==> config.mk <==
export PLATFORM = sky130hd
export DESIGN_NAME = usb_txep_ctrl
export DESIGN_NICKNAME = d
export VERILOG_FILES = /design/src/rtl/usb_txep_pkg.sv /design/src/rtl/txep_occupancy.sv /design/src/rtl/txep_hs_track.sv /design/src/rtl/usb_txep_ctrl.sv
export SDC_FILE = /design/constraint.sdc
export NUM_CORES = 1
export LEC_CHECK = 0
export BUFFER_PORTS_ARGS = -buffer_cell sky130_fd_sc_hd__buf_2
export CORE_MARGIN = 1
export CORE_UTILIZATION = 59
export CTS_BUF_LIST = sky130_fd_sc_hd__clkbuf_2 sky130_fd_sc_hd__clkbuf_4 sky130_fd_sc_hd__clkbuf_8
export CTS_CLUSTER_DIAMETER = 50
export DETAILED_ROUTE_END_ITERATION = 6
export MAX_ROUTING_LAYER = met4
export PLACE_DENSITY = 0.95
export SYNTH_ARGS = -nofsm -noshare
export SYNTH_HDL_FRONTEND = slang
export SYNTH_HIERARCHICAL = 1
export SYNTH_SLANG_ARGS = --single-unit
==> constraint.sdc <==
create_clock -name clk -period 8.2 [get_ports clk]
set_input_delay 0.82 -clock clk [delete_from_list [all_inputs] [get_ports clk]]
set_output_delay 0.82 -clock clk [all_outputs]
set_load 0.02 [all_outputs]
==> src/rtl/usb_txep_pkg.sv <==
package usb_txep_pkg;
   typedef enum logic [1:0] {
      HS_ACK   = 2'd0,
      HS_NAK   = 2'd1,
      HS_STALL = 2'd2,
      HS_TMO   = 2'd3
   } hs_e;

   localparam int B_NAKTO  = 7;
   localparam int B_CLRTOG = 6;
   localparam int B_STALL  = 5;
   localparam int B_SETUP  = 4;
   localparam int B_FLUSH  = 3;
   localparam int B_ERR    = 2;
   localparam int B_NEMPTY = 1;
   localparam int B_READY  = 0;
endpackage

==> src/rtl/txep_occupancy.sv <==
module txep_occupancy #(
   parameter int DEPTH = 2
) (
   input  logic clk,
   input  logic rst_n,
   input  logic inc,
   input  logic pop,
   input  logic drop_one,
   input  logic drop_all,
   output logic full,
   output logic not_empty
);
   localparam int CW = $clog2(DEPTH + 1);

   if (DEPTH < 1) begin : g_bad_depth
      $error("txep_occupancy: DEPTH must be at least 1");
   end

   if (DEPTH == 1) begin : g_flag
      logic occ;
      always_ff @(posedge clk or negedge rst_n) begin
         if (!rst_n)        occ <= 1'b0;
         else if (drop_all) occ <= 1'b0;
         else               occ <= (occ | inc) & ~(pop | drop_one);
      end
      assign full      = occ;
      assign not_empty = occ;
   end else begin : g_count
      logic [CW-1:0] cnt;
      logic [CW:0]   up;
      logic [CW:0]   dn;
      always_comb begin
         up = {1'b0, cnt} + {{CW{1'b0}}, inc};
         dn = {{CW{1'b0}}, pop} + {{CW{1'b0}}, drop_one};
      end
      always_ff @(posedge clk or negedge rst_n) begin
         if (!rst_n)        cnt <= '0;
         else if (drop_all) cnt <= '0;
         else if (up < dn)  cnt <= '0;
         else               cnt <= CW'(up - dn);
      end
      assign full      = (cnt == CW'(DEPTH));
      assign not_empty = (cnt != '0);
   end
endmodule

==> src/rtl/txep_hs_track.sv <==
module txep_hs_track
   import usb_txep_pkg::*;
#(
   parameter int NAK_W     = 8,
   parameter int RETRY_MAX = 3
) (
   input  logic             clk,
   input  logic             rst_n,
   input  logic             take,
   input  hs_e              code,
   input  logic [NAK_W-1:0] nak_limit,
   output logic             ack_ev,
   output logic             stall_ev,
   output logic             nak_hit,
   output logic             err_hit
);
   localparam int RW = (RETRY_MAX > 1) ? $clog2(RETRY_MAX) : 1;

   if (RETRY_MAX < 1) begin : g_bad_retry
      $error("txep_hs_track: RETRY_MAX must be at least 1");
   end

   logic [NAK_W-1:0] nak_cnt;
   logic [RW-1:0]    retry_cnt;
   logic             nak_ev;
   logic             tmo_ev;
   logic [NAK_W:0]   nak_next;

   always_comb begin
      ack_ev   = take && (code == HS_ACK);
      nak_ev   = take && (code == HS_NAK);
      stall_ev = take && (code == HS_STALL);
      tmo_ev   = take && (code == HS_TMO);
      nak_next = {1'b0, nak_cnt} + 1'b1;
      nak_hit  = nak_ev && (nak_limit != '0) && (nak_next >= {1'b0, nak_limit});
      err_hit  = tmo_ev && (retry_cnt == RW'(RETRY_MAX - 1));
   end

   always_ff @(posedge clk or negedge rst_n) begin
      if (!rst_n) begin
         nak_cnt   <= '0;
         retry_cnt <= '0;
      end else begin
         if (ack_ev || stall_ev || nak_hit)        nak_cnt <= '0;
         else if (nak_ev && (nak_limit != '0))     nak_cnt <= nak_next[NAK_W-1:0];

         if (ack_ev || stall_ev || err_hit)        retry_cnt <= '0;
         else if (tmo_ev)                          retry_cnt <= retry_cnt + 1'b1;
      end
   end
endmodule

==> src/rtl/usb_txep_ctrl.sv <==
module usb_txep_ctrl
   import usb_txep_pkg::*;
#(
   parameter int FIFO_DEPTH = 2,
   parameter int NAK_W      = 8,
   parameter int RETRY_MAX  = 3
) (
   input  logic             clk,
   input  logic             rst_n,
   input  logic             cpu_wr,
   input  logic [7:0]       cpu_wdata,
   output logic [7:0]       cpu_rdata,
   input  logic [NAK_W-1:0] nak_limit,
   output logic             txn_req,
   output logic             txn_setup,
   output logic             txn_toggle,
   input  logic             hs_valid,
   input  logic [1:0]       hs_code,
   output logic             fifo_flush_last,
   output logic             fifo_flush_all,
   output logic             dma_abort,
   output logic             irq
);
   if (NAK_W < 1) begin : g_bad_nakw
      $error("usb_txep_ctrl: NAK_W must be at least 1");
   end

   logic naktmout_q, rxstall_q, error_q, setup_q, toggle_q;
   logic full, not_empty, halted, take;
   logic ack_ev, stall_ev, nak_hit, err_hit;
   logic flush_wr, commit_ok, setup_set, tog_clr;
   logic irq_n;

   assign halted  = naktmout_q | rxstall_q | error_q;
   assign txn_req = not_empty & ~halted;
   assign take    = hs_valid & txn_req;

   txep_hs_track #(.NAK_W(NAK_W), .RETRY_MAX(RETRY_MAX)) u_hs (
      .clk       (clk),
      .rst_n     (rst_n),
      .take      (take),
      .code      (hs_e'(hs_code)),
      .nak_limit (nak_limit),
      .ack_ev    (ack_ev),
      .stall_ev  (stall_ev),
      .nak_hit   (nak_hit),
      .err_hit   (err_hit)
   );

   always_comb begin
      flush_wr  = cpu_wr & cpu_wdata[B_FLUSH];
      commit_ok = cpu_wr & cpu_wdata[B_READY] & ~full & ~stall_ev;
      setup_set = commit_ok & cpu_wdata[B_SETUP];
      tog_clr   = (cpu_wr & cpu_wdata[B_CLRTOG]) | setup_set;
      irq_n     = (nak_hit & ~naktmout_q) | (stall_ev & ~rxstall_q)
                | (err_hit & ~error_q) | flush_wr;
   end

   txep_occupancy #(.DEPTH(FIFO_DEPTH)) u_occ (
      .clk       (clk),
      .rst_n     (rst_n),
      .inc       (commit_ok),
      .pop       (ack_ev),
      .drop_one  (flush_wr),
      .drop_all  (stall_ev),
      .full      (full),
      .not_empty (not_empty)
   );

   always_ff @(posedge clk or negedge rst_n) begin
      if (!rst_n) begin
         naktmout_q      <= 1'b0;
         rxstall_q       <= 1'b0;
         error_q         <= 1'b0;
         setup_q         <= 1'b0;
         toggle_q        <= 1'b0;
         irq             <= 1'b0;
         fifo_flush_last <= 1'b0;
         fifo_flush_all  <= 1'b0;
         dma_abort       <= 1'b0;
      end else begin
         if (nak_hit)                              naktmout_q <= 1'b1;
         else if (cpu_wr && !cpu_wdata[B_NAKTO])   naktmout_q <= 1'b0;

         if (stall_ev)                             rxstall_q <= 1'b1;
         else if (cpu_wr && !cpu_wdata[B_STALL])   rxstall_q <= 1'b0;

         if (err_hit)                              error_q <= 1'b1;
         else if (cpu_wr && !cpu_wdata[B_ERR])     error_q <= 1'b0;

         if (setup_set)                            setup_q <= 1'b1;
         else if (ack_ev || stall_ev || flush_wr)  setup_q <= 1'b0;

         if (tog_clr)                              toggle_q <= 1'b0;
         else if (ack_ev)                          toggle_q <= ~toggle_q;

         irq             <= irq_n;
         fifo_flush_last <= flush_wr;
         fifo_flush_all  <= stall_ev;
         dma_abort       <= stall_ev;
      end
   end

   always_comb begin
      cpu_rdata           = '0;
      cpu_rdata[B_NAKTO]  = naktmout_q;
      cpu_rdata[B_STALL]  = rxstall_q;
      cpu_rdata[B_SETUP]  = setup_q;
      cpu_rdata[B_ERR]    = error_q;
      cpu_rdata[B_NEMPTY] = not_empty;
      cpu_rdata[B_READY]  = full;
   end

   assign txn_setup  = setup_q;
   assign txn_toggle = toggle_q;
endmodule

* After elaboration in Yosys (flattened, before gate mapping)
Index checks and enable logic that the tools add are counted.
** Cells by class
- Reductions and logical operators :: 27
- $add $sub $neg :: 5
- Magnitude comparators :: 2
- Bitwise gates (word level) :: 24
- Mux-type cells :: 16
- Eq/ne operators :: 5
** Operator list (number)
- $mux W8 :: 2
- $reduce_bool A2 Y1 :: 8
- $and A1 B1 Y1 :: 11
- $logic_and A1 B1 Y1 :: 10
- $mux W1 :: 10
- $add A8 B1 Y9 const B :: 1
- $ge A9 B8 Y1 :: 1
- $eq A2 B2 Y1 const B :: 4
- $mux W2 :: 4
- $reduce_bool A8 Y1 :: 1
- $not A1 Y1 :: 7
- $or A1 B1 Y1 :: 6
- $logic_or A1 B1 Y1 :: 4
- $add A2 B1 Y3 :: 1
- $logic_not A1 Y1 :: 3
- $lt A3 B2 Y1 :: 1
- $add A1 B1 Y2 :: 1
- $add A2 B1 Y2 const B :: 1
- $eq A2 B1 Y1 const B :: 1
- $logic_not A2 Y1 :: 1
- $sub A2 B2 Y2 :: 1
** Word-level totals
- Output and inout bits :: 15
- Word-level logic and storage cells :: 90
- Input port bits :: 22
- Register bits :: 20

* Depth between registers and ports, before layout
Gate-level depths: netlist of the first run.
- Depth after elaboration :: 12
- Depth in mapped cells :: 11
- Depth with buffers taken out :: 11

* Cells and area by module
The synthesis of the first run kept the hierarchy.
** Modules (own cells, without submodules)
- txep_hs_track :: instances 1, area each 843.3 µm², cells an instance 100
- usb_txep_ctrl :: instances 1, area each 420.4 µm², cells an instance 37
- txep_occupancy :: instances 1, area each 185.2 µm², cells an instance 16

* Least setup slack after synthesis of the first run
OpenSTA, ideal clock, no wires.
- Path type :: register -> register
- From :: register u_occ.g_count.cnt[1]
- To :: register u_occ.g_count.cnt[0]
- Data arrival time :: 2.884 ns
- Path buffers :: 0
- Period minus slack after synthesis :: 3.003 ns
- Cell stages (with the launch flop) :: 11
- Path slack :: 5.197 ns
- Required time :: 8.081 ns
- Path through :: dfrtp_1 or2_2 nor4b_2 and2_1 nand2_1 nor2_1 and4bb_4 ha_1 fa_1 nor3b_2 o21a_1
** Between the ends
- Cells in the longest elaborated chain, start to end :: 10
- Elaborated cells on any way between the ends :: 16
** RTL lines
- from (decl) :: RTL line txep_occupancy.sv:29 : logic [CW-1:0] cnt;
- from (signal assigned) :: RTL line txep_occupancy.sv:40 : else cnt <= CW'(up - dn);
- $reduce_bool A2 Y1 (*) :: RTL line txep_occupancy.sv:43 : assign not_empty = (cnt != '0);
- net not_empty :: RTL line usb_txep_ctrl.sv:29 : logic full, not_empty, halted, take;
- $and A1 B1 Y1 (*) :: RTL line usb_txep_ctrl.sv:35 : assign txn_req = not_empty & ~halted;
- net txn_req :: RTL line usb_txep_ctrl.sv:14 : output logic txn_req,
- $and A1 B1 Y1 (*) :: RTL line usb_txep_ctrl.sv:36 : assign take = hs_valid & txn_req;
- net take :: RTL line usb_txep_ctrl.sv:29
- $logic_and A1 B1 Y1 (*) :: RTL line txep_hs_track.sv:32 : stall_ev = take && (code == HS_STALL);
- net stall_ev :: RTL line usb_txep_ctrl.sv:30 : logic ack_ev, stall_ev, nak_hit, err_hit;
- $not A1 Y1 (*) :: RTL line usb_txep_ctrl.sv:52 : commit_ok = cpu_wr & cpu_wdata[B_READY] & ~full & ~stall_ev;
- $and A1 B1 Y1 (*) :: RTL line usb_txep_ctrl.sv:52
- net commit_ok :: RTL line usb_txep_ctrl.sv:31 : logic flush_wr, commit_ok, setup_set, tog_clr;
- $add A2 B1 Y3 (*) :: RTL line txep_occupancy.sv:33 : up = {1'b0, cnt} + {{CW{1'b0}}, inc};
- $lt A3 B2 Y1 / $sub A2 B2 Y2 (equally long branches) :: RTL line txep_occupancy.sv:39, txep_occupancy.sv:40
- $mux W2 (*) :: RTL line txep_occupancy.sv:39 : else if (up < dn) cnt <= '0;
- $mux W2 (*) :: RTL line txep_occupancy.sv:38 : else if (drop_all) cnt <= '0;
The timed path passes the listed nets; every way through them passes the cells marked *.
A chain may end at the register's enable or synchronous reset.

* Final worst setup path of the first run
- From :: register u_occ.g_count.cnt[1]
- To :: register u_occ.g_count.cnt[1]
** Between the ends
- Cells in the longest elaborated chain, start to end :: 10
- Elaborated cells on any way between the ends :: 16
** RTL lines (RTL line)
- $reduce_bool A2 Y1 (*) :: txep_occupancy.sv:43
- $and A1 B1 Y1 (*) :: usb_txep_ctrl.sv:35
- $and A1 B1 Y1 (*) :: usb_txep_ctrl.sv:36
- net take :: usb_txep_ctrl.sv:29
- $logic_and A1 B1 Y1 (*) :: txep_hs_track.sv:32
- net stall_ev :: usb_txep_ctrl.sv:30
- $not A1 Y1 (*) :: usb_txep_ctrl.sv:52
- $and A1 B1 Y1 (*) :: usb_txep_ctrl.sv:52
- net commit_ok :: usb_txep_ctrl.sv:31
- $add A2 B1 Y3 (*) :: txep_occupancy.sv:33
- $lt A3 B2 Y1 / $sub A2 B2 Y2 (equally long branches) :: txep_occupancy.sv:39, txep_occupancy.sv:40
- $mux W2 (*) :: txep_occupancy.sv:39
- $mux W2 (*) :: txep_occupancy.sv:38
Marks and branches as above.

==> flow_metrics.env, run 1 <==
export IMPL_maxCapViolations=0
export IMPL_slowest_stage="fa_1"
export IMPL_coreArea_um2=2250
export IMPL_avgViaCountPerCell=6.15
export IMPL_finClkSkew_ns=0.00530
export IMPL_grt_setup_unrepaired="false"
export IMPL_cts_inserted_buffers=3
export IMPL_p_total_w=0.000335
export IMPL_hold_violations=0
export IMPL_die_area_um2=2660
export IMPL_place_congestion=0.896
export IMPL_status="finished clean"
export IMPL_crit_type="reg2reg"
export IMPL_power_density_nw_per_um2=208
export IMPL_drt_total_wl_um=3210
export IMPL_ant_nets=0
export IMPL_crit_buf_inv=0
export IMPL_syn_cell_area_um2=1450
export IMPL_grt_start_max_net_pins=21
export IMPL_ctsHoldBuffers=0
export IMPL_relSlewSlack_pct=53.4
export IMPL_n_fill_cell=171
export IMPL_die_h_um=51.6
export IMPL_seq_area_frac_synth_pct=34.5
export IMPL_hold_slack_ns=0.451
export IMPL_port_buffers=33
export IMPL_io_pins=37
export IMPL_synthDistinctLibCells=42
export IMPL_worstPathMaxFanout=7
export IMPL_drive_above_1_share_pct=26.8
export IMPL_dr_pass1_iters=5
export IMPL_cts_resized=0
export IMPL_synthToLayoutAreaGrowth_pct=11.0
export IMPL_cp_arrival_ns=3.27
export IMPL_diodes=0
export IMPL_postSynthAreaPerCell_um2=9.47
export IMPL_cts_clk_slew_worst_paths_ns=0.11
export IMPL_crit_family="simple AND/OR/NAND/NOR gates"
export IMPL_drt_iter0_markers=39
export IMPL_ir_drop_v=0.000197
export IMPL_leakage_nw=0.847
export IMPL_most_common_layout_cells="33 x buf_2, 20 x dfrtp_1, 14 x ha_1"
export IMPL_htreeDepth=1
export IMPL_required_ns=8.37
export IMPL_crit_path_max_incr_delay_ns=0.54
export IMPL_cts_tree="yes"
export IMPL_post_cts_buffers=0
export IMPL_crit_path_start_kind="flip-flop"
export IMPL_grt_pass1_wl_um=5110
export IMPL_antenna_found_initial=0
export IMPL_start_util_pct=64.3
export IMPL_vias=1274
export IMPL_multiInputGateArea_um2=822
export IMPL_wl_per_cell_um=15.5
export IMPL_setup_viol=0
export IMPL_grt_use_total_pct=26.5
export IMPL_fin_crit_ns=3.10
export IMPL_drc=0
export IMPL_cts_root_buffer="clkbuf_4"
export IMPL_synthFlopType="dfrtp_1"
export IMPL_ys_warn_count=6
export IMPL_max_freq_mhz=323
export IMPL_worstMarginPinSlew_ns=0.694
export IMPL_min_path_type="in2async"
export IMPL_cp_end_kind="flip-flop"
export IMPL_final_util_pct=71.3
export IMPL_synthCells=153
export IMPL_dpl_hpwl_um=2490
export IMPL_grt_pass1_vias=1161
export IMPL_seq_area_um2=500
export IMPL_worstPathCellList="or2_2, nor4b_2, and2_1, nand2_1, nor2_1, and4bb_4, ha_1, fa_1, xor2_1, nor3b_2"
export IMPL_async_flop_share_pct=100
export IMPL_finalCritPeriodShare_pct=37.8
export IMPL_synth_seq_cells=20
export IMPL_cts_sinks=20
export IMPL_clock_latency_ns=0.30
export IMPL_final_nets=217
export IMPL_synth_edf_count=0
export IMPL_mostFrequentLayoutCell="buf_2"
export IMPL_clk_path_buf_depth=2
export IMPL_setup_total_negative_slack_ns=0
export IMPL_maxSlewViolCount=0
export IMPL_std_cell_rows=17
export IMPL_die_w_um=51.6
export IMPL_overflow=0
==> area by class of cell <==
cell class | count | share of cell area, %
Clock buffer | 4 | 2.26
Inverter | 13 | 3.04
Multi-Input combinational cell | 109 | 51.1
Timing Repair Buffer | 33 | 10.3
Sequential cell | 20 | 31.1
Tap cell | 28 | 2.18
==> sequential cells by signal, indices dropped and copies added, names as in the netlist <==
signal             flops
u_occ/g_count.cnt      2
dma_abort              1
irq                    1
rxstall_q              1
txn_setup              1
u_hs/retry_cnt         2
txn_toggle             1
naktmout_q             1
fifo_flush_last        1
u_hs/nak_cnt           8
error_q                1
==> kinds of logic after synthesis <==
kind of cell	after synthesis	share of synthesized area, %
DFF	20	34.5
adders and majority gates	15	13.5
buffers and inverters	25	8.98
AOI/OAI and AO/OA	29	15.5
xor gates and xnor gates	8	4.84
other	1	0.259
and+or+nand+nor	55	22.5
==> cells in the mapped netlist, types with 2 or more instances <==
cell type	number	share of area, %
nor2_1	6	1.6
buf_2	2	0.69
and2_1	2	0.86
nor2b_1	2	0.86
ha_1	14	12
dfrtp_1	20	35
nand4_1	2	0.86
xor2_1	3	1.8
nand2_1	10	2.6
nand2b_1	7	3.0
xnor2_1	5	3.0
a21oi_1	2	0.69
nand3_1	12	4.1
a21o_1	5	2.6
nor4_1	2	0.86
o21ai_0	6	2.1
and3_1	3	1.3
inv_1	13	3.4
o21ai_1	5	1.7
buf_4	9	4.7
nor3b_2	2	1.7
==> worst reg2reg max path: stages (launching register included) <==
cell,delay [ns]
dfrtp_1,0.42
or2_2,0.15
nor4b_2,0.21
and2_1,0.26
nand2_1,0.15
nor2_1,0.44
and4bb_4,0.30
ha_1,0.24
fa_1,0.54
xor2_1,0.19
nor3b_2,0.06
==> path summary, 6_finish.rpt <==
check / from / end / slack (ns) / cells after the start
setup reg to reg: u_occ/g_count.cnt[1] / u_occ/g_count.cnt[1] / 5.10 / 10
max in group asynchronous: rst_n / u_hs/nak_cnt[0] / 7.44 / 1
min in group clk: rxstall_q / rxstall_q / 0.56 / 1
setup / recovery: u_occ/g_count.cnt[1] / u_occ/g_count.cnt[1] / 5.10 / 10
hold / removal: rst_n / u_hs/retry_cnt[1] / 0.45 / 1
hold reg to reg: rxstall_q / rxstall_q / 0.56 / 1
==> per-layer routing <==
layer | track usage [%] | wire length, um | vias to the layer above | share of wire [%]
met4 | 7.66 | 45 | 0 | 1.4
met1 | 31.3 | 1300 | 626 | 40
met2 | 45.2 | 1670 | 62 | 52
met5 | - | 0 | - | 0
met3 | 6.14 | 189 | 8 | 5.9
li1 | - | - | 578 | -
==> metrics by stage <==
stage / cells / area, um^2 / setup slack, ns
final: 207 / 1610 / 5.10
after global routing: 207 / 1610 / 4.92
after CTS: 207 / 1610 / 5.11
after detailed placement: 203 / 1570 / 5.09
after global placement: 203 / 1570 / 5.17
after floorplan: 154 / 1450 / 5.20
==> report_power, final <==
group | switching [W] | leakage [nW] | internal [W] | total [W]
logic | 0.0000814 | 0.565 | 0.0000589 | 0.000140
clock network | 0.0000292 | 0.0210 | 0.0000271 | 0.0000563
registers | 0.0000208 | 0.261 | 0.000118 | 0.000138
Note: power is estimated with default switching activity, not from simulation.
==> run 2, diff against run 1 <==
--- a/config.mk
+++ b/config.mk
@@ -7,12 +7,12 @@
 export LEC_CHECK = 0
 export BUFFER_PORTS_ARGS = -buffer_cell sky130_fd_sc_hd__buf_2
 export CORE_MARGIN = 1
-export CORE_UTILIZATION = 59
+export CORE_UTILIZATION = 49
 export CTS_BUF_LIST = sky130_fd_sc_hd__clkbuf_2 sky130_fd_sc_hd__clkbuf_4 sky130_fd_sc_hd__clkbuf_8
 export CTS_CLUSTER_DIAMETER = 50
 export DETAILED_ROUTE_END_ITERATION = 6
 export MAX_ROUTING_LAYER = met4
-export PLACE_DENSITY = 0.95
+export PLACE_DENSITY = 0.86
 export SYNTH_ARGS = -nofsm -noshare
 export SYNTH_HDL_FRONTEND = slang
 export SYNTH_HIERARCHICAL = 1
==> constraint.sdc (replaced) <==
create_clock -name clk -period 2.5 [get_ports clk]
set_input_delay 0.25 -clock clk [delete_from_list [all_inputs] [get_ports clk]]
set_output_delay 0.25 -clock clk [all_outputs]
set_load 0.02 [all_outputs]
==> flow_metrics.env, run 2 (synthesis results as in run 1) <==
export IMPL_status="complete, but fails checks"
export IMPL_violations="setup timing"
export IMPL_std_cell_rows=19
export IMPL_max_freq_mhz=393
export IMPL_placed_cell_area_um2=1720
export IMPL_vias=1325
export IMPL_min_path_type="in2reg"
export IMPL_grt_setup_unrepaired="true"
export IMPL_final_nets=245
export IMPL_antenna_found_initial=0
export IMPL_maxCapViolations=0
export IMPL_drt_total_wl_um=3460
export IMPL_finClkSkew_ns=0.000997
export IMPL_clk_path_buf_depth=2
export IMPL_die_area_um2=3180
export IMPL_biggestRegsByFlops="u_hs/nak_cnt (8), u_hs/retry_cnt (2), u_occ/g_count.cnt (2)"
export IMPL_synthToLayoutAreaGrowth_pct=32.2
export IMPL_dr_pass1_iters=4
export IMPL_worstPathMaxFanout=4
export IMPL_setup_viol=6
export IMPL_cts_inserted_buffers=3
export IMPL_setup_total_negative_slack_ns=-0.166
export IMPL_hold_violations=0
export IMPL_power_density_nw_per_um2=691
export IMPL_most_common_layout_cells="33 x buf_2, 26 x buf_4, 20 x dfrtp_1"
export IMPL_grt_pass1_vias=1302
export IMPL_ir_drop_v=0.000515
export IMPL_cts_root_buffer="clkbuf_4"
export IMPL_leakage_nw=1.02
export IMPL_mostFrequentLayoutCell="buf_2"
export IMPL_die_w_um=56.4
export IMPL_dp_slack_ns=-0.00141
export IMPL_io_pins=37
export IMPL_required_ns=2.73
export IMPL_cp_end_kind="flip-flop"
export IMPL_die_h_um=56.4
export IMPL_clock_latency_ns=0.29
export IMPL_dpl_hpwl_um=2470
export IMPL_cts_sinks=20
export IMPL_crit_type="reg2reg"
export IMPL_drt_iter0_markers=67
export IMPL_grt_pass1_wl_um=5380
export IMPL_coreArea_um2=2780
export IMPL_maxSlewViolCount=0
export IMPL_fin_crit_ns=2.54
export IMPL_grt_start_max_net_pins=21
export IMPL_largest_reg_flops=8
export IMPL_start_util_pct=52.1
export IMPL_largest_register="u_hs/nak_cnt"
export IMPL_drive_above_1_share_pct=41.5
export IMPL_hold_slack_ns=0.123
export IMPL_setup_slack_ns=-0.0445
export IMPL_cts_tree="yes"
export IMPL_fin_area_um2=1920
export IMPL_diodes=0
export IMPL_htreeDepth=1
export IMPL_finalCritPeriodShare_pct=102
export IMPL_port_buffers=33
export IMPL_crit_path_start_kind="flip-flop"
export IMPL_place_congestion=0.870
export IMPL_cp_arrival_ns=2.77
export IMPL_avgViaCountPerCell=5.57
export IMPL_wl_per_cell_um=14.5
export IMPL_grt_use_total_pct=22.0
export IMPL_cts_clk_slew_worst_paths_ns=0.12
export IMPL_overflow=0
export IMPL_ant_nets=0
export IMPL_drc=0
run 2: cell count changes in the layout (fill, tap and decap cells not counted), moves of 2 or more:
cell	before	now
and2_4	0	2
nor2_1	6	4
and2_1	2	0
buf_4	0	26
ha_1	14	12
o21ai_1	5	3
o21ai_2	0	2
run 2: area by class of cell:
cell class	count	area, um^2
clock inverters	1	30.0
inverters	13	48.8
multi-input cells	109	893
well taps	31	38.8
flip-flops and latches	20	500
repair buffers	61	382
clock buffers	3	22.5
fillers	197	866
run 2: per-layer routing:
metal / vias up / track usage [%] / part of all wire (%)
li1: 635 / - / -
met1: 643 / 23.0 / 40
met2: 41 / 42.2 / 54
met3: 6 / 3.00 / 4.3
met4: 0 / 6.97 / 1.6
met5: - / - / 0
run 2: power breakdown:
group	switching, W	total (W)	internal (W)	leakage, nW
Combinational	0.000331	0.000632	0.000302	0.727
Sequential	0.0000402	0.000426	0.000386	0.261
Clock	0.000103	0.000265	0.000162	0.0279
run 2: path summary, 6_finish.rpt:
kind	startpoint	to	slack [ns]	cells past startpoint
worst max-delay path	u_hs/nak_cnt[3]	u_hs/nak_cnt[5]	-0.04	10
worst min-delay path	cpu_wdata[6]	txn_toggle	0.12	2
worst max register to register	u_hs/nak_cnt[3]	u_hs/nak_cnt[5]	-0.04	10
worst min register to register	txn_setup	txn_setup	0.56	1
max in group asynchronous	rst_n	txn_toggle	1.78	2
min in group asynchronous	rst_n	u_hs/retry_cnt[0]	0.41	2
run 2: worst max-delay path: stages, from the launching register on:
cell and delay [ns]:
dfrtp_1 0.43, and4_1 0.23, and2_4 0.17, xor2_1 0.14
ha_1 0.32, a21o_1 0.17, a221o_1 0.36, a41oi_2 0.25
nand2_2 0.15, buf_6 0.15, o21ai_2 0.12
run 2: repair_timing:
| action | CTS | global route |
|---|---|---|
| pin swaps | 1 | 12 |
| resized for setup | 2 | 6 |
| hold endpoints to repair | 20 | 0 |
| hold buffers | 1 | 0 |
| gates cloned | 0 | 0 |
| buffers inserted | 1 | 12 |
| setup endpoints to repair | 2 | 12 |
run 2: metrics by stage:
step	std cells	power [W]	util, %
6_report	238	0.00132	68.9
3_5_place_dp	220	0.00102	62.0
2_1_floorplan	154	0.000841	-
5_1_grt	238	0.00141	68.9
4_1_cts	226	0.00129	64.7
3_3_place_gp	220	0.000976	62.0
==> run 3, diff against run 2 <==
--- a/config.mk
+++ b/config.mk
@@ -13,6 +13,7 @@
 export DETAILED_ROUTE_END_ITERATION = 6
 export MAX_ROUTING_LAYER = met4
 export PLACE_DENSITY = 0.86
+export RECOVER_POWER = 100
 export SYNTH_ARGS = -nofsm -noshare
 export SYNTH_HDL_FRONTEND = slang
 export SYNTH_HIERARCHICAL = 1
==> flow_metrics.env, run 3 (synthesis results as in run 1) <==
export IMPL_grt_start_max_net_pins=21
export IMPL_required_ns=2.73
export IMPL_antenna_found_initial=0
export IMPL_synthToLayoutAreaGrowth_pct=29.7
export IMPL_p_comb_share_pct=47.1
export IMPL_most_common_layout_cells="24 x buf_4, 20 x dfrtp_1, 18 x buf_2"
export IMPL_power_frac_seq_pct=32.5
export IMPL_finalNonFillerCells=238
export IMPL_intPower_w=0.000830
export IMPL_finClkSkew_ns=0.00265
export IMPL_grt_pass1_wl_um=5380
export IMPL_crit_path_start_kind="flip-flop"
export IMPL_clock_latency_ns=0.30
export IMPL_violations="setup timing"
export IMPL_cts_sinks=20
export IMPL_p_total_w=0.00131
export IMPL_crit_type="reg2reg"
export IMPL_biggestRegsByFlops="u_hs/nak_cnt (8), u_hs/retry_cnt (2), u_occ/g_count.cnt (2)"
export IMPL_final_util_pct=67.6
export IMPL_dr_pass1_iters=4
export IMPL_cts_root_buffer="clkbuf_4"
export IMPL_die_h_um=56.4
export IMPL_largest_register="u_hs/nak_cnt"
export IMPL_cp_arrival_ns=2.78
export IMPL_worstPathMaxFanout=4
export IMPL_setup_slack_ns=-0.0477
export IMPL_fin_crit_ns=2.55
export IMPL_drt_total_wl_um=3460
export IMPL_drc=0
export IMPL_leakage_nw=0.953
export IMPL_pwr_share_clk_pct=20.4
export IMPL_worstMarginPinSlew_ns=1.07
export IMPL_die_area_um2=3180
export IMPL_place_congestion=0.870
export IMPL_ir_drop_v=0.000515
export IMPL_cp_end_kind="flip-flop"
export IMPL_maxSlewViolCount=0
export IMPL_io_pins=37
export IMPL_wl_per_cell_um=14.5
export IMPL_dpl_hpwl_um=2470
export IMPL_setup_viol=7
export IMPL_grt_use_total_pct=22.0
export IMPL_grt_pass1_vias=1302
export IMPL_status="complete, but fails checks"
export IMPL_final_nets=245
export IMPL_coreArea_um2=2780
export IMPL_std_cell_rows=19
export IMPL_overflow=0
export IMPL_switching_share_pct=36.4
export IMPL_drt_iter0_markers=63
export IMPL_ant_nets=0
export IMPL_avgViaCountPerCell=5.64
export IMPL_cts_inserted_buffers=3
export IMPL_max_freq_mhz=393
export IMPL_largest_reg_flops=8
export IMPL_mostFrequentLayoutCell="buf_4"
export IMPL_dp_cells=220
export IMPL_grt_setup_unrepaired="true"
export IMPL_hold_violations=0
export IMPL_die_w_um=56.4
export IMPL_drive_above_1_share_pct=32.9
export IMPL_port_buffers=33
export IMPL_vias=1343
export IMPL_relSlewSlack_pct=28.6
export IMPL_min_path_type="in2reg"
export IMPL_finalCritPeriodShare_pct=102
export IMPL_clk_path_buf_depth=2
export IMPL_rrSetupSlack_ns=-0.05
export IMPL_maxCapViolations=0
export IMPL_cts_tree="yes"
export IMPL_htreeDepth=1
export IMPL_diodes=0
export IMPL_cts_clk_slew_worst_paths_ns=0.12
export IMPL_start_util_pct=52.1
export IMPL_power_density_nw_per_um2=695
export IMPL_p_switching_w=0.000476
export IMPL_dp_slack_ns=-0.00141
[run 3: cell count changes in the layout (fill, tap and decap cells not counted)]
cell	delta
a221oi_1	+1
a221oi_2	-1
buf_2	-15
buf_4	-2
clkbuf_1	+16
clkbuf_4	+1
nor3_1	+1
nor3_2	-1
or2_2	+1
or2_4	-1
[run 3: per-stage QoR]
| stage | TNS [ns] | hold slack [ns] | area, um^2 |
|---|---|---|---|
| 2_1_floorplan | -0.224 | -0.0456 | 1500 |
| 3_3_place_gp | 0 | 0.211 | 1720 |
| 3_5_place_dp | -0.00141 | 0.219 | 1720 |
| 4_1_cts | -0.00970 | 0.121 | 1800 |
| 5_1_grt | -1.12 | 0.142 | 1880 |
| 6_report | -0.231 | 0.130 | 1880 |
[run 3: final timing paths]
path | start | to | cells past startpoint
hold reg to reg | txn_setup | txn_setup | 1
hold / removal | cpu_wdata[6] | txn_toggle | 2
max in group asynchronous | rst_n | u_hs/nak_cnt[0] | 2
setup reg to reg | u_hs/nak_cnt[3] | u_hs/nak_cnt[5] | 10
setup / recovery | u_hs/nak_cnt[3] | u_hs/nak_cnt[5] | 10
min in group asynchronous | rst_n | naktmout_q | 2
[run 3: layer usage]
metal  vias up  wire, um  track usage, %
met5         -         0               -
met4         0        64            6.97
met3         8       133            3.00
met2        41      1860            42.2
met1       657      1400            23.0
li1        637         -               -
[run 3: repair_timing]
action | 4_1_cts | 5_1_grt
buffers inserted | 1 | 12
setup endpoints to repair | 2 | 12
pin swaps | 1 | 12
hold buffers | 1 | 0
hold endpoints to repair | 20 | 0
resized for setup | 2 | 6
[run 3: worst max-delay path: stages (launching register included)]
cell and delay [ns]:
dfrtp_1 0.43, and4_1 0.23, and2_4 0.17, xor2_1 0.14
ha_1 0.32, a21o_1 0.17, a221o_1 0.36, a41oi_2 0.25
nand2_2 0.15, buf_6 0.15, o21ai_2 0.12
[run 3: layout make-up]
type                       count  area [um^2]
clock buffer                   3         22.5
clock inverter                 1         30.0
tap                           31         38.8
multi-input combinational    109          880
sequential                    20          500
inverter                      13         48.8
timing repair buffer          61          359
fill                         211          902
[run 3: power by group through the flow]
stage	sequential, W	combinational (W)	clock, W
after floorplan	0.000459	0.000382	0
after global placement	0.000427	0.000549	0
after detailed placement	0.000432	0.000587	0
after CTS	0.000425	0.000596	0.000268
after global routing	0.000434	0.000679	0.000278
final	0.000425	0.000615	0.000266
